$ cat config.mk
export PLATFORM = sky130hd
export DESIGN_NAME = sd_cmd_engine
export DESIGN_NICKNAME = d
export VERILOG_FILES = /design/src/rtl/sdcmd_pkg.sv /design/src/rtl/sdcmd_ctrl.sv /design/src/rtl/sdcmd_dp.sv /design/src/rtl/sd_cmd_engine.sv
export SDC_FILE = /design/constraint.sdc
export NUM_CORES = 1
export LEC_CHECK = 0
export ABC_CLOCK_PERIOD_IN_PS = 2400
export BUFFER_PORTS_ARGS = -buffer_cell sky130_fd_sc_hd__buf_2
export CAP_MARGIN = 0
export CORE_MARGIN = 2
export CORE_UTILIZATION = 45
export CTS_CLUSTER_DIAMETER = 60
export DETAILED_ROUTE_END_ITERATION = 8
export SYNTH_ARGS = -nofsm -noshare
export SYNTH_HDL_FRONTEND = slang
export SYNTH_SLANG_ARGS = --single-unit
$ cat constraint.sdc
create_clock -name clk -period 2.4 [get_ports clk]
set_input_delay 0.24 -clock clk [delete_from_list [all_inputs] [get_ports clk]]
set_output_delay 0.24 -clock clk [all_outputs]
set_load 0.02 [all_outputs]
$ cat src/rtl/sdcmd_pkg.sv
package sdcmd_pkg;
  localparam int ARG_W     = 32;
  localparam int IDX_W     = 6;
  localparam int CRC_W     = 7;
  localparam int CMD_LEN   = 48;
  localparam int RSP_SHORT = 48;
  localparam int RSP_LONG  = 136;
  localparam int RSP_W     = 128;
  localparam int STAT_W    = 11;

  // word addresses
  localparam int A_CMD  = 0;
  localparam int A_ARG  = 1;
  localparam int A_TOUT = 2;
  localparam int A_STAT = 3;

  // status bit positions
  localparam int S_FIFO  = 3;
  localparam int S_CRC7  = 4;
  localparam int S_CRC16 = 5;
  localparam int S_CTO   = 6;
  localparam int S_RWTO  = 7;
  localparam int S_SDIO  = 8;
  localparam int S_BLK   = 9;
  localparam int S_BUSY  = 10;

  typedef enum logic [2:0] {ST_IDLE, ST_SEND, ST_WAIT, ST_RECV, ST_BUSY} state_t;

  typedef struct packed {
    logic accept;
    logic shiftTx;
    logic loadTimer;
    logic decTimer;
    logic startRx;
    logic shiftRx;
    logic storeResp;
    logic flagTimeout;
    logic flagCrc;
    logic flagBusy;
  } strobe_t;

  function automatic logic [CRC_W-1:0] crcStep(input logic [CRC_W-1:0] c, input logic b);
    logic fb;
    fb = b ^ c[6];
    return {c[5:3], c[2] ^ fb, c[1:0], fb};
  endfunction
endpackage

$ cat src/rtl/sdcmd_ctrl.sv
module sdcmd_ctrl
  import sdcmd_pkg::*;
(
  input  logic    clk,
  input  logic    rstN,
  input  logic    cmdWr,
  input  logic    reqStart,
  input  logic    reqLong,
  input  logic    reqBusy,
  input  logic    flagNoResp,
  input  logic    flagBusy,
  input  logic    txLast,
  input  logic    timerZero,
  input  logic    rxLast,
  input  logic    crcBad,
  input  logic    cmdIn,
  input  logic    dat0In,
  output strobe_t strb,
  output logic    newBit,
  output logic    failBit,
  output logic    sending
);
  state_t state, stNext;
  logic   newNext, failNext;

  always_comb begin
    strb     = '0;
    stNext   = state;
    newNext  = newBit;
    failNext = failBit;
    unique case (state)
      ST_IDLE: if (cmdWr && reqStart) begin
        strb.accept = 1'b1;
        if (reqLong && reqBusy) begin
          failNext = 1'b1;
        end else begin
          stNext   = ST_SEND;
          newNext  = 1'b1;
          failNext = 1'b0;
        end
      end
      ST_SEND: begin
        strb.shiftTx = 1'b1;
        if (txLast) begin
          if (flagNoResp) begin
            stNext  = ST_IDLE;
            newNext = 1'b0;
          end else begin
            stNext         = ST_WAIT;
            strb.loadTimer = 1'b1;
          end
        end
      end
      ST_WAIT: begin
        if (!cmdIn) begin
          strb.startRx = 1'b1;
          stNext       = ST_RECV;
        end else if (timerZero) begin
          strb.flagTimeout = 1'b1;
          failNext         = 1'b1;
          stNext           = ST_IDLE;
          newNext          = 1'b0;
        end else begin
          strb.decTimer = 1'b1;
        end
      end
      ST_RECV: begin
        strb.shiftRx = 1'b1;
        if (rxLast) begin
          strb.storeResp = 1'b1;
          if (crcBad) begin
            strb.flagCrc = 1'b1;
            failNext     = 1'b1;
            stNext       = ST_IDLE;
            newNext      = 1'b0;
          end else if (flagBusy) begin
            stNext = ST_BUSY;
          end else begin
            stNext  = ST_IDLE;
            newNext = 1'b0;
          end
        end
      end
      ST_BUSY: if (dat0In) begin
        strb.flagBusy = 1'b1;
        stNext        = ST_IDLE;
        newNext       = 1'b0;
      end
      default: stNext = ST_IDLE;
    endcase
  end

  always_ff @(posedge clk) begin
    if (!rstN) begin
      state   <= ST_IDLE;
      newBit  <= 1'b0;
      failBit <= 1'b0;
    end else begin
      state   <= stNext;
      newBit  <= newNext;
      failBit <= failNext;
    end
  end

  assign sending = (state == ST_SEND);


  reject_chk: assert property (@(posedge clk) disable iff (!rstN)
    (state == ST_IDLE && cmdWr && reqStart && reqLong && reqBusy)
      |=> (state == ST_IDLE && failBit && !newBit));


  active_new_chk: assert property (@(posedge clk) disable iff (!rstN)
    (state != ST_IDLE) |-> newBit);


  no_early_done_chk: assert property (@(posedge clk) disable iff (!rstN)
    $fell(newBit) |-> ($past(state) != ST_SEND || $past(txLast)));
endmodule

$ cat src/rtl/sdcmd_dp.sv
module sdcmd_dp
  import sdcmd_pkg::*;
#(
  parameter int ADDR_W = 3,
  parameter int TOUT_W = 32
)(
  input  logic              clk,
  input  logic              rstN,
  input  strobe_t           strb,
  input  logic              regWrEn,
  input  logic [ADDR_W-1:0] regAddr,
  input  logic [31:0]       regWrData,
  input  logic              cmdIn,
  input  logic [4:0]        dpEvent,
  input  logic              newBit,
  input  logic              failBit,
  output logic              txBit,
  output logic              txLast,
  output logic              timerZero,
  output logic              rxLast,
  output logic              crcBad,
  output logic              flagRead,
  output logic              flagWrite,
  output logic              flagLong,
  output logic              flagNoResp,
  output logic              flagBusy,
  output logic [31:0]       regRdData
);
  localparam int TXC_W     = $clog2(CMD_LEN);
  localparam int RXC_W     = $clog2(RSP_LONG);
  localparam int CRC_SPAN  = CMD_LEN - CRC_W - 1;
  localparam int RSP_WORDS = RSP_W / 32;

  logic [11:0]         cmdFlags;
  logic [ARG_W-1:0]    argReg;
  logic [TOUT_W-1:0]   toutReg, timer;
  logic [STAT_W-1:0]   status, statSet, statClr;
  logic [CMD_LEN-1:0]  txSh;
  logic [TXC_W-1:0]    txCnt;
  logic [RSP_W-2:0]    rxSh;
  logic [RSP_W-1:0]    shNext;
  logic [RXC_W-1:0]    rxCnt;
  logic [CRC_W-1:0]    rxCrc;
  logic [31:0]         respArr [RSP_WORDS];

  logic wrCmd, wrArg, wrTout, wrStat;
  assign wrCmd  = regWrEn && regAddr == ADDR_W'(A_CMD);
  assign wrArg  = regWrEn && regAddr == ADDR_W'(A_ARG);
  assign wrTout = regWrEn && regAddr == ADDR_W'(A_TOUT);
  assign wrStat = regWrEn && regAddr == ADDR_W'(A_STAT);

  function automatic logic [CRC_W-1:0] frameCrc(input logic [CRC_SPAN-1:0] d);
    logic [CRC_W-1:0] c;
    c = '0;
    for (int i = CRC_SPAN - 1; i >= 0; i--) c = crcStep(c, d[i]);
    return c;
  endfunction

  logic [CRC_SPAN-1:0] txHead;
  assign txHead = {2'b01, regWrData[IDX_W-1:0], argReg};

  always_ff @(posedge clk) begin
    if (!rstN) begin
      cmdFlags <= '0;
      argReg   <= '0;
      toutReg  <= '0;
      txSh     <= '1;
      txCnt    <= '0;
    end else begin
      if (wrArg)  argReg  <= regWrData;
      if (wrTout) toutReg <= regWrData[TOUT_W-1:0];
      if (strb.accept) begin
        cmdFlags <= regWrData[11:0];
        txSh     <= {txHead, frameCrc(txHead), 1'b1};
        txCnt    <= '0;
      end else if (strb.shiftTx) begin
        txSh  <= {txSh[CMD_LEN-2:0], 1'b1};
        txCnt <= txCnt + 1'b1;
      end
    end
  end

  assign txBit  = txSh[CMD_LEN-1];
  assign txLast = txCnt == TXC_W'(CMD_LEN - 1);

  always_ff @(posedge clk) begin
    if (!rstN)               timer <= '0;
    else if (strb.loadTimer) timer <= toutReg;
    else if (strb.decTimer)  timer <= timer - 1'b1;
  end
  assign timerZero = timer == '0;

  assign shNext = {rxSh, cmdIn};

  always_ff @(posedge clk) begin
    if (!rstN) begin
      rxSh  <= '0;
      rxCnt <= '0;
      rxCrc <= '0;
    end else if (strb.startRx) begin
      rxSh  <= shNext[RSP_W-2:0];
      rxCnt <= RXC_W'(1);
      rxCrc <= '0;
    end else if (strb.shiftRx) begin
      rxSh  <= shNext[RSP_W-2:0];
      rxCnt <= rxCnt + 1'b1;
      if (rxCnt < RXC_W'(CRC_SPAN)) rxCrc <= crcStep(rxCrc, cmdIn);
    end
  end

  assign rxLast = rxCnt == (flagLong ? RXC_W'(RSP_LONG - 1) : RXC_W'(RSP_SHORT - 1));
  assign crcBad = !flagLong && (rxCrc != shNext[CRC_W:1]);

  for (genvar g = 0; g < RSP_WORDS; g++) begin : gRsp
    logic [31:0] word;
    always_ff @(posedge clk) begin
      if (!rstN) word <= '0;
      else if (strb.storeResp) begin
        if (flagLong)    word <= shNext[g*32 +: 32];
        else if (g == 0) word <= shNext[CRC_SPAN-1:CRC_W+1];
      end
    end
    assign respArr[g] = word;
  end

  always_comb begin
    statSet         = '0;
    statSet[S_FIFO]  = dpEvent[0];
    statSet[S_CRC16] = dpEvent[1];
    statSet[S_RWTO]  = dpEvent[2];
    statSet[S_SDIO]  = dpEvent[3];
    statSet[S_BLK]   = dpEvent[4];
    statSet[S_CRC7]  = strb.flagCrc;
    statSet[S_CTO]   = strb.flagTimeout;
    statSet[S_BUSY]  = strb.flagBusy;
    statClr = wrStat ? regWrData[STAT_W-1:0] : '0;
  end

  always_ff @(posedge clk) begin
    if (!rstN) status <= '0;
    else       status <= (status & ~statClr) | statSet;
  end

  assign flagRead   = cmdFlags[6];
  assign flagWrite  = cmdFlags[7];
  assign flagLong   = cmdFlags[9];
  assign flagNoResp = cmdFlags[10];
  assign flagBusy   = cmdFlags[11];

  always_comb begin
    if (regAddr[2]) regRdData = respArr[regAddr[1:0]];
    else unique case (regAddr[1:0])
      2'd0:    regRdData = {16'b0, newBit, failBit, 2'b0, cmdFlags};
      2'd1:    regRdData = argReg;
      2'd2:    regRdData = 32'(toutReg);
      default: regRdData = 32'(status);
    endcase
  end


  w1c_clear_chk: assert property (@(posedge clk) disable iff (!rstN)
    (wrStat && regWrData[S_CTO] && !strb.flagTimeout) |=> !status[S_CTO]);


  set_wins_chk: assert property (@(posedge clk) disable iff (!rstN)
    strb.flagTimeout |=> status[S_CTO]);


  timer_step_chk: assert property (@(posedge clk) disable iff (!rstN)
    strb.decTimer |=> (timer == $past(timer) - 1'b1));


  cmd_ignore_chk: assert property (@(posedge clk) disable iff (!rstN)
    (wrCmd && newBit) |=> $stable(cmdFlags));
endmodule

$ cat src/rtl/sd_cmd_engine.sv
module sd_cmd_engine
  import sdcmd_pkg::*;
#(
  parameter int ADDR_W = 3,
  parameter int TOUT_W = 32
)(
  input  logic              clk,
  input  logic              rstN,
  input  logic              regWrEn,
  input  logic [ADDR_W-1:0] regAddr,
  input  logic [31:0]       regWrData,
  output logic [31:0]       regRdData,
  input  logic              cmdIn,
  output logic              cmdOut,
  output logic              cmdOe,
  input  logic              dat0In,
  input  logic [4:0]        dpEvent,
  output logic              xferRead,
  output logic              xferWrite,
  output logic              xferBusyWait
);
  strobe_t strb;
  logic newBit, failBit, sending, txBit, txLast, timerZero, rxLast, crcBad;
  logic flagRead, flagWrite, flagLong, flagNoResp, flagBusy, cmdWr;

  assign cmdWr = regWrEn && regAddr == ADDR_W'(A_CMD);

  sdcmd_ctrl uCtrl (
    .clk(clk), .rstN(rstN), .cmdWr(cmdWr), .reqStart(regWrData[15]),
    .reqLong(regWrData[9]), .reqBusy(regWrData[11]),
    .flagNoResp(flagNoResp), .flagBusy(flagBusy), .txLast(txLast),
    .timerZero(timerZero), .rxLast(rxLast), .crcBad(crcBad),
    .cmdIn(cmdIn), .dat0In(dat0In), .strb(strb), .newBit(newBit),
    .failBit(failBit), .sending(sending)
  );

  sdcmd_dp #(.ADDR_W(ADDR_W), .TOUT_W(TOUT_W)) uDp (
    .clk(clk), .rstN(rstN), .strb(strb), .regWrEn(regWrEn),
    .regAddr(regAddr), .regWrData(regWrData), .cmdIn(cmdIn),
    .dpEvent(dpEvent), .newBit(newBit), .failBit(failBit),
    .txBit(txBit), .txLast(txLast), .timerZero(timerZero),
    .rxLast(rxLast), .crcBad(crcBad), .flagRead(flagRead),
    .flagWrite(flagWrite), .flagLong(flagLong), .flagNoResp(flagNoResp),
    .flagBusy(flagBusy), .regRdData(regRdData)
  );

  assign cmdOe        = sending;
  assign cmdOut       = sending ? txBit : 1'b1;
  assign xferRead     = newBit & flagRead;
  assign xferWrite    = newBit & flagWrite;
  assign xferBusyWait = newBit & flagBusy;
endmodule

==> results.toml <==
[placed_design]
pre_cts_slack_ns = 0.0375
numPortBuffers = 81
gp_congestion = 0.907
place_area_um2 = 20800
post-dp-hpwl_um = 39500

[pwr]
power_frac_clock_pct = 45.2
power_density_nw_per_um2 = 732
leakagePower_nw = 8.19
p_seq_share_pct = 45.7
switching_power_w = 0.00406
combPwrFrac_pct = 9.1
p_sw_share_pct = 24.1
peakVddDrop_mv = 0.404
p_int_w = 0.0128
power_w = 0.0168

[die]
ios = 82
core_um2 = 42100
die_h_um = 211
rows = 75
fp.dieW_um = 211
dieArea_um2 = 44500
start_util_pct = 45.8

[clock_tree]
htreeDepth = 2
clk_pin_slew_ns = 0.06
cts.sinks = 447
clock_latency_ns = 0.59
cts_tree = "built"
cts_root_buf = "clkbuf_16"
cts_inserted_buffers = 50
cts_buffer_depth = 3

[global_route]
grt_util_all_layers_pct = 26.0
antenna_found_initial = 1
grt_overflow_total = 0
grt_max_degree = 97
grt_pass1_wl_um = 91100
grt_pass1_vias = 16200

[min_path]
hp-class = "in -> reg"
min_to = "uDp.txSh[16]$_SDFFE_PN1P_"
min_delay_path_depth = 3
worstHoldStart = "rstN"

[worst_setup_path]
arrival_ns = 2.75
cp-end-kind = "flop"
worstReg2RegEnd = "uDp.txSh[5]$_SDFFE_PN1P_"
worstPathCellList = "dlygate4sd3_1 -> buf_2 -> xnor2_2 -> xnor3_2 -> xnor3_2 -> xnor3_1 -> xnor2_1 -> o211ai_1"
startpoint_type = "primary input"
crit_top_cell = "xnor3_2"
worst-r2r-cell-count = 7
cpMaxStageDelayCell = "dlygate4sd3_1"
worst-r2r-setup-slack_ns = 0.11
crit_fanout = 3
cp.required_ns = 2.85
r2r_start = "uDp.argReg[24]$_SDFFE_PN0P_"
slowest_delay_ns = 0.56
crit_type = "in -> reg"

[timing]
setup_violations = 0
relSlewSlack_pct = 55.8
period_share_pct = 95.8
layout_setup_ws_ns = 0.101
fmax_mhz = 435
report.final.slew_viol_count = 0
fin_skew_ns = 0.0154
worstMarginPinSlew_ns = 0.664
fin_crit_ns = 2.30
hold_viol = 0

[drt]
drc_errors = 0
drtIter0Drc = 1492
via_count = 16900
firstDrtPassIters = 6
ant_nets = 0
finalWirelength_um = 58300
via_per_inst = 5.67
post_drt_wl_per_cell_um = 19.6

[finish]
nNetsFinal = 2451
ff_latch_area_um2 = 8950
drive_gt1_share_pct = 14.9
multi_input_area_um2 = 9740
fin_area_um2 = 23000
syn_to_final_growth_pct = 19.1
fill_cells = 3859
antennaDiodeCount = 0

[synthesis]
synth_warnings = 0
synth_edf_count = 0
syn_inst = 2301
syn_area_um2 = 19300
ys_ff_latch = 447
synth-main-ff-cell = "dfxtp_1"
synth_nets = 2349
synth.avg_cell_area_um2 = 8.38
yosysSeqAreaShare_pct = 46.4
async_reset_ff_share_pct = 0
synthDistinctLibCells = 69

[outcome]
status = "completed"

[job]
maxCapViolCount = 0
-- power groups by stage --
| stage | Combinational [W] | Clock (W) | Sequential, W |
|---|---|---|---|
| detailed placement | 0.00144 | 0 | 0.00784 |
| finish | 0.00153 | 0.00760 | 0.00768 |
| global route | 0.00165 | 0.00802 | 0.00769 |
| floorplan | 0.00103 | 0 | 0.00779 |
| global placement | 0.00144 | 0 | 0.00783 |
| CTS | 0.00152 | 0.00773 | 0.00768 |
-- layer usage --
layer / vias to the layer above / part of all wire, % / track usage (%)
met5: - / 0 / 0
met4: 0 / 3.9 / 11.0
met3: 126 / 5.1 / 3.54
met2: 518 / 48 / 43.6
met1: 8136 / 43 / 33.6
li1: 8113 / - / -
-- logic make-up after synthesis --
family	count (synthesis)	synth area share, %
compound gates	540	16.7
mux	99	8.01
simple gates	942	19.8
buf+inv	187	3.69
xor+xnor	83	5.24
flops	447	46.4
fa+ha+maj	3	0.195
-- stage by stage --
stage	hold slack (ns)	TNS [ns]	util [%]	std cells
floorplan	0.327	0	-	2301
global placement	0.416	0	49.4	2850
detailed placement	0.425	0	49.4	2850
CTS	0.0263	0	54.3	2978
global route	0.0401	-0.139	54.5	2979
finish	0.0590	0	54.5	2979
-- worst max path at each step --
stage / startpoint / to / slack, ns / depth (start not counted)
after CTS: uDp.rxCnt[0]$_SDFFE_PN0P_ / uCtrl.state[1]$_SDFFE_PN0P_ / 0.02 / 7
after global routing: uDp.rxCnt[0]$_SDFFE_PN0P_ / uDp.gRsp[3].word[18]$_SDFFE_PN0P_ / -0.03 / 9
after detailed placement: regWrData[0] / uDp.txSh[3]$_SDFFE_PN1P_ / 0.04 / 7
final: regWrData[0] / uDp.txSh[3]$_SDFFE_PN1P_ / 0.10 / 8
after floorplan: uDp.argReg[31]$_SDFFE_PN0P_ / uDp.txSh[3]$_SDFFE_PN1P_ / 0.12 / 6
after global placement: regWrData[0] / uDp.txSh[3]$_SDFFE_PN1P_ / 0.07 / 7
-- registers in the layout, indices dropped and copies added, names as in the netlist --
register and count:
uCtrl.failBit 1, uDp.rxCrc 7, uDp.argReg 32, uCtrl.newBit 1
uDp.rxSh 127, uDp.gRsp.word 128, uDp.txSh 47, uDp.status 11
uDp.txCnt 6, uDp.rxCnt 8, uCtrl.state 3, uDp.timer 32
uDp.toutReg 32, uDp.cmdFlags 12
-- cell usage after synthesis (6+ instances only) --
cell	instances	area share [%]
clkbuf_1	151	2.9
o211ai_1	10	0.39
nor3_1	12	0.31
nand4_1	12	0.39
or3_1	15	0.49
xnor3_1	14	1.6
xnor2_1	39	1.8
buf_2	7	0.18
dfxtp_1	447	46
and2_1	8	0.26
nor4_1	11	0.36
mux2i_1	43	2.2
a221o_1	31	1.6
a31oi_1	10	0.32
a21oi_1	346	9.0
o21ai_0	38	0.99
inv_1	8	0.16
nand3_1	18	0.47
xor2_1	23	1.0
and3_1	6	0.19
mux2_2	13	0.76
buf_1	18	0.35
a211oi_1	40	1.6
nand2_1	739	14
mux4_2	43	5.0
nor2_1	93	1.8
a22oi_1	25	0.97
-- timing repair --
item / 4_1_cts / 5_1_grt
setup buffers: 1 / 0
setup endpoints to repair: 2 / 143
hold buffers: 38 / 0
endpoints found under the hold margin: 76 / 0
pin swaps: 0 / 2
gates cloned: 0 / 1
resized for setup: 5 / 18
-- placed cells by master (no fill, tap or decap), drive strengths merged, types with 5 or more instances in the layout --
cell,instances
mux2i,43
nor2b,5
a221o,32
mux2,13
and3,6
or3,15
a21oi,346
nor2,93
nor4,12
xor2,24
xnor3,17
dlygate4sd3,38
nand3,18
dfxtp,447
nand4,12
mux4,43
nor3,13
o211ai,10
inv,14
xnor2,40
a22oi,25
o21ai,39
clkinv,13
nand2b,5
clkbuf,69
a31oi,10
buf,187
nand2,739
a211oi,40
and2,9
-- worst max-delay path, delay by kind of cell --
kind                      cells  cell delay, ns
xor gates and xnor gates      5            1.69
AOI/OAI and AO/OA             1            0.09
buffers and inverters         2            0.72
-- area by class of cell --
type | instances | share of cell area, %
Inverter | 11 | 0.223
Clock buffer | 68 | 6.18
Tap cell | 539 | 2.94
Sequential cell | 447 | 39.0
Clock inverter | 21 | 0.882
Multi-Input combinational cell | 1667 | 42.4
Timing Repair Buffer | 226 | 8.38
(Power assumes the default switching activity.)
